File: src/rtl/busmode_pkg.sv
// Package: shared types for the secondary bus mode detector.
// Assumes: nothing; holds only type definitions.
package busmode_pkg;

    // Mode code seen at the block's output.
    typedef enum logic [1:0] {
        MODE_CONV = 2'b00,
        MODE_X66  = 2'b01,
        MODE_X100 = 2'b10,
        MODE_X133 = 2'b11
    } bus_mode_e;

    // Detection sequence.
    typedef enum logic [1:0] {
        ST_PROBE_WEAK   = 2'b00,
        ST_PROBE_STRONG = 2'b01,
        ST_LOCK         = 2'b10,
        ST_DONE         = 2'b11
    } det_state_e;

endpackage

File: src/rtl/bmd_sync.sv
// Module: bmd_sync
// Two-flop synchronizer, one chain per bit.
// Assumes: each bit is an independent level; no multi-bit coherency is implied.
module bmd_sync #(
    parameter int W = 2
) (
    input  logic         clk,
    input  logic         rst_n,
    input  logic [W-1:0] d_i,
    output logic [W-1:0] q_o
);

    for (genvar b = 0; b < W; b++) begin : g_bit
        logic s1, s2;

        // Capture the raw level, then retime it once more.
        always_ff @(posedge clk) begin
            if (!rst_n) begin
                s1 <= 1'b0;
                s2 <= 1'b0;
            end else begin
                s1 <= d_i[b];
                s2 <= s1;
            end
        end

        assign q_o[b] = s2;
    end

endmodule

File: src/rtl/bmd_timer.sv
// Module: bmd_timer
// Loadable down counter that stops at zero and flags expiry.
// Assumes: load has priority over counting; reset loads RST_VAL.
module bmd_timer #(
    parameter int          CW      = 8,
    parameter logic [CW-1:0] RST_VAL = '0
) (
    input  logic          clk,
    input  logic          rst_n,
    input  logic          load_i,
    input  logic [CW-1:0] load_val_i,
    output logic          zero_o
);

    logic [CW-1:0] cnt_q;

    // Reload on request, otherwise count down and stay at zero.
    always_ff @(posedge clk) begin
        if (!rst_n)
            cnt_q <= RST_VAL;
        else if (load_i)
            cnt_q <= load_val_i;
        else if (cnt_q != '0)
            cnt_q <= cnt_q - 1'b1;
    end

    assign zero_o = (cnt_q == '0);

endmodule

File: src/rtl/bmd_fsm.sv
// Module: bmd_fsm
// Sequencer: weak probe, optional strong probe, lock wait, done.
// Assumes: sense_i/fsel_i are already synchronized; timer_zero_i flags the
// end of the interval loaded through timer_load_o.
module bmd_fsm
    import busmode_pkg::*;
#(
    parameter int            CW       = 8,
    parameter logic [CW-1:0] SETTLE_M1 = '0,
    parameter logic [CW-1:0] LOCK_M1   = '0
) (
    input  logic          clk,
    input  logic          rst_n,
    input  logic          sense_i,
    input  logic          fsel_i,
    input  logic          timer_zero_i,
    output logic          timer_load_o,
    output logic [CW-1:0] timer_val_o,
    output logic          strong_pu_en_o,
    output bus_mode_e     mode_o,
    output logic          pll_bypass_o,
    output logic          pll_en_o,
    output logic          lock_wait_o,
    output logic          done_o
);

    det_state_e state_q, state_d;
    bus_mode_e  mode_q, mode_d;
    logic       pu_q, pu_d;
    logic       byp_q, byp_d;
    logic       pll_q, pll_d;
    logic       done_q, done_d;

    // Next-state and decision logic.
    always_comb begin
        state_d      = state_q;
        mode_d       = mode_q;
        pu_d         = pu_q;
        byp_d        = byp_q;
        pll_d        = pll_q;
        done_d       = done_q;
        timer_load_o = 1'b0;
        timer_val_o  = SETTLE_M1;
        unique case (state_q)
            ST_PROBE_WEAK: begin
                if (timer_zero_i) begin
                    timer_load_o = 1'b1;
                    if (sense_i) begin
                        mode_d      = fsel_i ? MODE_X100 : MODE_X133;
                        pll_d       = 1'b1;
                        timer_val_o = LOCK_M1;
                        state_d     = ST_LOCK;
                    end else begin
                        pu_d        = 1'b1;
                        timer_val_o = SETTLE_M1;
                        state_d     = ST_PROBE_STRONG;
                    end
                end
            end
            ST_PROBE_STRONG: begin
                if (timer_zero_i) begin
                    if (sense_i) begin
                        mode_d       = MODE_X66;
                        pll_d        = 1'b1;
                        timer_load_o = 1'b1;
                        timer_val_o  = LOCK_M1;
                        state_d      = ST_LOCK;
                    end else begin
                        mode_d  = MODE_CONV;
                        pu_d    = 1'b0;
                        byp_d   = 1'b1;
                        done_d  = 1'b1;
                        state_d = ST_DONE;
                    end
                end
            end
            ST_LOCK: begin
                if (timer_zero_i) begin
                    done_d  = 1'b1;
                    state_d = ST_DONE;
                end
            end
            ST_DONE: begin
                state_d = ST_DONE;
            end
            default: state_d = ST_PROBE_WEAK;
        endcase
    end

    // State and output registers.
    always_ff @(posedge clk) begin
        if (!rst_n) begin
            state_q <= ST_PROBE_WEAK;
            mode_q  <= MODE_CONV;
            pu_q    <= 1'b0;
            byp_q   <= 1'b0;
            pll_q   <= 1'b0;
            done_q  <= 1'b0;
        end else begin
            state_q <= state_d;
            mode_q  <= mode_d;
            pu_q    <= pu_d;
            byp_q   <= byp_d;
            pll_q   <= pll_d;
            done_q  <= done_d;
        end
    end

    assign strong_pu_en_o = pu_q;
    assign mode_o         = mode_q;
    assign pll_bypass_o   = byp_q;
    assign pll_en_o       = pll_q;
    assign lock_wait_o    = (state_q == ST_LOCK);
    assign done_o         = done_q;

endmodule

File: src/rtl/busmode_detect.sv
// Module: busmode_detect (top)
// Decides secondary bus mode and clock range once after reset.
// Assumes: SETTLE_CYCLES >= 3 so the two-flop synchronizer is covered by
// the settle window; LOCK_CYCLES >= 1; reset is synchronous, active low.
module busmode_detect
    import busmode_pkg::*;
#(
    parameter int SETTLE_CYCLES = 16,
    parameter int LOCK_CYCLES   = 20000
) (
    input  logic       clk,
    input  logic       rst_n,
    input  logic       cap_sense_i,
    input  logic       freq_sel_i,
    output logic       strong_pu_en_o,
    output logic [1:0] mode_o,
    output logic       pll_bypass_o,
    output logic       pll_en_o,
    output logic       lock_wait_o,
    output logic       done_o
);

    localparam int MAXC = (SETTLE_CYCLES > LOCK_CYCLES) ? SETTLE_CYCLES : LOCK_CYCLES;
    localparam int CW   = $clog2(MAXC + 1);
    localparam logic [CW-1:0] SETTLE_M1 = CW'(SETTLE_CYCLES - 1);
    localparam logic [CW-1:0] LOCK_M1   = CW'(LOCK_CYCLES - 1);

    logic [1:0]    raw_in, sync_in;
    logic          tmr_load, tmr_zero;
    logic [CW-1:0] tmr_val;
    bus_mode_e     mode_e;

    assign raw_in = {freq_sel_i, cap_sense_i};

    bmd_sync #(.W(2)) u_sync (
        .clk   (clk),
        .rst_n (rst_n),
        .d_i   (raw_in),
        .q_o   (sync_in)
    );

    bmd_timer #(.CW(CW), .RST_VAL(SETTLE_M1)) u_timer (
        .clk        (clk),
        .rst_n      (rst_n),
        .load_i     (tmr_load),
        .load_val_i (tmr_val),
        .zero_o     (tmr_zero)
    );

    bmd_fsm #(.CW(CW), .SETTLE_M1(SETTLE_M1), .LOCK_M1(LOCK_M1)) u_fsm (
        .clk            (clk),
        .rst_n          (rst_n),
        .sense_i        (sync_in[0]),
        .fsel_i         (sync_in[1]),
        .timer_zero_i   (tmr_zero),
        .timer_load_o   (tmr_load),
        .timer_val_o    (tmr_val),
        .strong_pu_en_o (strong_pu_en_o),
        .mode_o         (mode_e),
        .pll_bypass_o   (pll_bypass_o),
        .pll_en_o       (pll_en_o),
        .lock_wait_o    (lock_wait_o),
        .done_o         (done_o)
    );

    assign mode_o = mode_e;

endmodule

File: config.mk
export PLATFORM = sky130hd
export DESIGN_NAME = busmode_detect
export DESIGN_NICKNAME = d
export VERILOG_FILES = /design/src/rtl/busmode_pkg.sv /design/src/rtl/bmd_sync.sv /design/src/rtl/bmd_timer.sv /design/src/rtl/bmd_fsm.sv /design/src/rtl/busmode_detect.sv
export SDC_FILE = /design/constraint.sdc
export NUM_CORES = 1
export LEC_CHECK = 0
export BUFFER_PORTS_ARGS = -buffer_cell sky130_fd_sc_hd__buf_2
export CORE_MARGIN = 3
export CORE_UTILIZATION = 35
export DETAILED_ROUTE_END_ITERATION = 6
export PLACE_DENSITY = 0.54
export SLEW_MARGIN = 20
export SYNTH_ARGS = -nofsm -noshare
export SYNTH_HDL_FRONTEND = slang
export SYNTH_SLANG_ARGS = --single-unit
File: constraint.sdc
create_clock -name clk -period 2.5 [get_ports clk]
set_input_delay 0.5 -clock clk [delete_from_list [all_inputs] [get_ports clk]]
set_output_delay 0.5 -clock clk [all_outputs]
set_load 0.01 [all_outputs]
# Word level (Yosys, flattened, before mapping)
# Cells that the tools add are included.
[totals] wordCells=63 reg_bits=27
[classes] bitwise_logic=1 addsub=1 n_reduce_logical=13 n_eq_ne=9 muxes=28
[op_table] cell="$mux 15" n=5
[op_table] cell="$logic_not 15->1" n=1
[op_table] cell="$reduce_bool 15->1" n=1
[op_table] cell="$sub 15x1->15 const B" n=1
[op_table] cell="$mux 2" n=7
[op_table] cell="$mux 1" n=11
[op_table] cell="$ne 2x2->1 const B" n=5
[op_table] cell="$reduce_and 3->1" n=3
[op_table] cell="$pmux 2 s4" n=1
[op_table] cell="$reduce_and 4->1" n=2
[op_table] cell="$pmux 1 s2" n=3
[op_table] cell="$reduce_bool 2->1" n=3
[op_table] cell="$reduce_and 5->1" n=1
[op_table] cell="$eq 2x2->1 const B" n=2
[op_table] cell="$pmux 2 s2" n=1
[op_table] cell="$eq 2x1->1 const B" n=1
[op_table] cell="$logic_not 2->1" n=1
[op_table] cell="$ne 2x1->1 const B" n=1
[op_table] cell="$reduce_or 2->1" n=1
[op_table] cell="$not 1->1" n=1

# Depth between registers and ports, before layout
[logic_depth] word_depth=4 mapped_depth=7 ltp_nobuf=6

# Hierarchy
# From an unflattened synthesis, not the netlist that was laid out.
[hier_totals] hier_cells=154 hier_area_um2=1398.8
[modules_own_cells] module="bmd_timer" area_per_inst_um2=844.6 seq_area_each_um2=300.3 cells_per_inst=95 instances=1
[modules_own_cells] module="bmd_fsm" area_per_inst_um2=434.2 seq_area_each_um2=160.2 cells_per_inst=49 instances=1
[modules_own_cells] module="bmd_sync" area_per_inst_um2=120.1 seq_area_each_um2=80.1 cells_per_inst=10 instances=1

# Worst setup path before layout
# Ideal clock, no wire load.
[synth_timing] path_kind="reg-to-reg" from="reg u_timer.cnt_q[0]" to="reg u_timer.cnt_q[11]" path_buffers=1 period_less_slack_ns=1.649 setup_slack_ns=0.851 arrival_time_ns=1.527 path_stages_with_launch=8 required_ns=2.378 cell_sequence="dfxtp_1 > inv_1 > ha_1 > nor4b_2 > and4_4 > buf_6 > nor4_1 > o311a_1"
[synth_between] elab_chain_len=4 word_cells_on_any_way=11 classes_between="1 x add/sub; 7 x mux; 3 x reduce/logical"
[synth_rtl] item="start, declared" line_no="bmd_timer.sv:15" text="logic [CW-1:0] cnt_q;"
[synth_rtl] item="start signal, assigned" line_no="bmd_timer.sv:22" text="cnt_q <= load_val_i;"
[synth_rtl] item="start signal, assigned" line_no="bmd_timer.sv:24" text="cnt_q <= cnt_q - 1'b1;"
[synth_rtl] item="parallel branches: the longest is 4 deep, another holds $sub 15x1->15"
# Parallel ways; which one is timed is not known. The select of a mux whose other input is x is not followed.
# A chain may end at the register's enable or synchronous reset.

# Final worst setup path
[layout_timing] from="reg u_timer.cnt_q[0]" to="reg u_timer.cnt_q[10]"
# Same word-level chain as after synthesis.

==> metrics.yaml <==
run:
  cap_violations: 0
synthesis:
  synth-edff-count: 0
  syn-num-nets: 143
  synthArstFlopShare_pct: 0
  seq_area_frac_synth_pct: 42.4
  synth_top_area_share_pct: 42.4
  ys_warn_count: 0
  synth_cells: 137
  post-synth-top-count-cell: "dfxtp_1"
  ys_seq_elements: 27
  ys_top_cells_by_area: "dfxtp_1 42%, nor2_1 3.8%, nor3_1 3.1%"
  synthFlopType: "dfxtp_1"
  avgSynthCellArea_sq_um: 9.31
  syn_area_sq_um: 1270
  synth_commonest_cells: "27 x dfxtp_1, 13 x nor2_1, 8 x nor3_1"
  yosys.area.top_type: "dfxtp_1"
  synth_cell_type_count: 46
power_and_ir_drop:
  ir_worst_vdd_uv: 319
  power_per_cell_area_nw_per_um2: 489
  p_leak_nw: 0.533
clock_tree:
  clock-sinks: 27
  clk_latency_ps: 340
  tritoncts: "built"
  cts.repair.resized: 0
  numCtsBuffers: 3
  cts_buffer_depth: 2
  cts_hold_buf: 0
  cts_setup_buffers: 0
  clk_pin_slew_ps: 160
  htreeDepth: 1
  cts_root_buffer: "clkbuf_4"
critical_path:
  cp-startpoint: "u_timer.cnt_q[0]$_SDFFE_PN1P_"
  cp.arrival_ps: 2270
  r2r_start: "u_timer.cnt_q[0]$_SDFFE_PN1P_"
  critical_path_required_ps: 2800
  startpoint_type: "register"
  worstPathCellList: "inv_1, ha_1, nor4b_2, nand4_2, nor3_2, o311a_1"
  r2r_cells: 6
  end_kind: "register"
  endpoint: "u_timer.cnt_q[10]$_SDFFE_PN0P_"
  slowest_delay_ps: 440
  critPathMaxFanout: 13
  slowest_stage: "nor3_2"
  worstSetupPathType: "reg2reg"
  r2r_end: "u_timer.cnt_q[10]$_SDFFE_PN0P_"
  rrSetupSlack_ps: 530
sta:
  slew_violations: 0
  finalHoldViolCount: 0
  fin_ws_ps: 529
  relSlewSlack_pct: 71.1
  setup_viol_count_final: 0
  fin_hold_ws_ps: 354
  worstMarginPinSlew_ps: 430
  post-route-period-util_pct: 78.9
  rsz0062_at_grt: "false"
  finalCriticalPeriod_ps: 1970
  fmaxAchievable_ghz: 0.507
  fin_tns_setup_ps: 0
  fin_worst_skew_ps: 1.90
global_route:
  first_global_vias: 931
  grt_overflow_total: 0
  antenna_found_initial: 0
  grt_max_degree: 23
  grt_pass1_wl_um: 4260
  grt_use_total_pct: 12.6
cells_and_area:
  fin_util_pct: 40.6
  n_antenna_cell: 0
  syn_to_final_growth_pct: 8.73
  drive_above_1_share_pct: 15.8
  nNetsFinal: 153
routing:
  drcViolationCount: 0
  drt_iter0_markers: 46
  vias: 1036
  top_layer_used: "met4"
  first_pass_iters: 4
  routed_wl_um: 2520
  wl_met1_um: 1250
  met3WireLength_um: 93
  viasPerCell: 5.40
  dr_wl_met2_um: 1150
  wire_per_inst_um: 13.1
  final_antenna_net_count: 0
floorplanning:
  num_rows: 21
  initial_core_util_pct: 37.3
  die_w_um: 66.4
  fp.dieH_um: 66.4
  die_area_sq_um: 4400
  boundaryPins: 11
  coreArea_sq_um: 3420
worst_hold_path:
  hp-class: "in2reg"
outcome:
  status: "finished clean"
place:
  pre_cts_slack_ps: 538
  dp_hpwl_um: 1790
  place_congestion: 0.824
  port-buffer-count: 10
[per-layer routing]
metal,track usage [%],vias up
met2,18.8,16
met5,0,-
met3,3.57,4
met1,16.9,484
li1,-,532
met4,4.82,0
[kinds of logic (layout without fill, tap and decap cells)]
kind of cell	Yosys count	after routing	synth area share, %
AO/OA/AOI/OAI	33	33	18.6
XOR/XNOR	1	1	0.687
adder cells (fa/ha/maj)	2	2	1.96
buffers and inverters	9	18	3.63
flip-flops	27	27	42.4
AND/OR/NAND/NOR	65	65	32.7
[report_power, final]
group / internal, mW / switching (mW) / leakage, nW
Clock: 0.0655 / 0.141 / 0.0183
Combinational: 0.0127 / 0.0156 / 0.296
Sequential: 0.438 / 0.00590 / 0.219
Total: 0.516 / 0.163 / 0.533
[worst min-delay path by stage]
stage / slack [ps] / depth (start not counted) / from / to
finish: 350 / 2 / freq_sel_i / u_sync.g_bit[1].s1$_SDFF_PN0_
global route: 330 / 2 / freq_sel_i / u_sync.g_bit[1].s1$_SDFF_PN0_
CTS: 340 / 2 / freq_sel_i / u_sync.g_bit[1].s1$_SDFF_PN0_
detailed placement: 430 / 1 / u_sync.g_bit[0].s1$_SDFF_PN0_ / u_sync.g_bit[0].s2$_SDFF_PN0_
global placement: 420 / 1 / u_sync.g_bit[1].s1$_SDFF_PN0_ / u_sync.g_bit[1].s2$_SDFF_PN0_
floorplan: 410 / 1 / u_sync.g_bit[0].s1$_SDFF_PN0_ / u_sync.g_bit[0].s2$_SDFF_PN0_
[cell type report]
cell class,instances,area [sq um]
fillers,366,2030
multi-input cells,101,688
flip-flops and latches,27,541
repair buffers,11,57.6
well taps,46,57.6
clock buffers,3,22.5
inverters,3,11.3
clock inverters,1,8.76
[state kept, by name (all words and copies together) (netlist names)]
register,cells
u_sync.g_bit.s1,2
u_fsm.done_o,1
u_fsm.pll_en_o,1
u_timer.cnt_q,15
u_fsm.mode_o,2
u_fsm.pll_bypass_o,1
u_fsm.state_q,2
u_fsm.strong_pu_en_o,1
u_sync.g_bit.s2,2
[placed cells by master, fill, tap and decap left out, drive strengths merged, types with 3 or more instances in the layout]
master / netlist / final
dfxtp: 27 / 27
o31ai: 3 / 3
o311a: 3 / 3
clkbuf: 3 / 3
nor2: 13 / 13
nand2b: 3 / 3
nand3: 4 / 4
or4: 3 / 3
nor4: 4 / 4
a21oi: 6 / 6
a21boi: 3 / 3
nand2: 4 / 4
buf: 3 / 11
nor3: 9 / 9
o21a: 5 / 5
inv: 3 / 4
o21ai: 6 / 6
or3: 3 / 3
and2: 6 / 6
nand4: 4 / 4
[stage by stage]
step / area [sq um] / std cells / total power, mW
final: 1390 / 192 / 0.679
after global routing: 1390 / 192 / 0.709
after CTS: 1390 / 192 / 0.689
after detailed placement: 1360 / 188 / 0.481
after global placement: 1360 / 188 / 0.480
after floorplan: 1270 / 137 / 0.472
[critical path: cells and delay by family (launching register included)]
family,cells,cell delay [ps]
adder cells (fa/ha/maj),1,140
AO/OA/AOI/OAI,1,220
flip-flops,1,360
buffers and inverters,1,100
AND/OR/NAND/NOR,3,1110
Note: power is estimated with default switching activity, not from simulation.
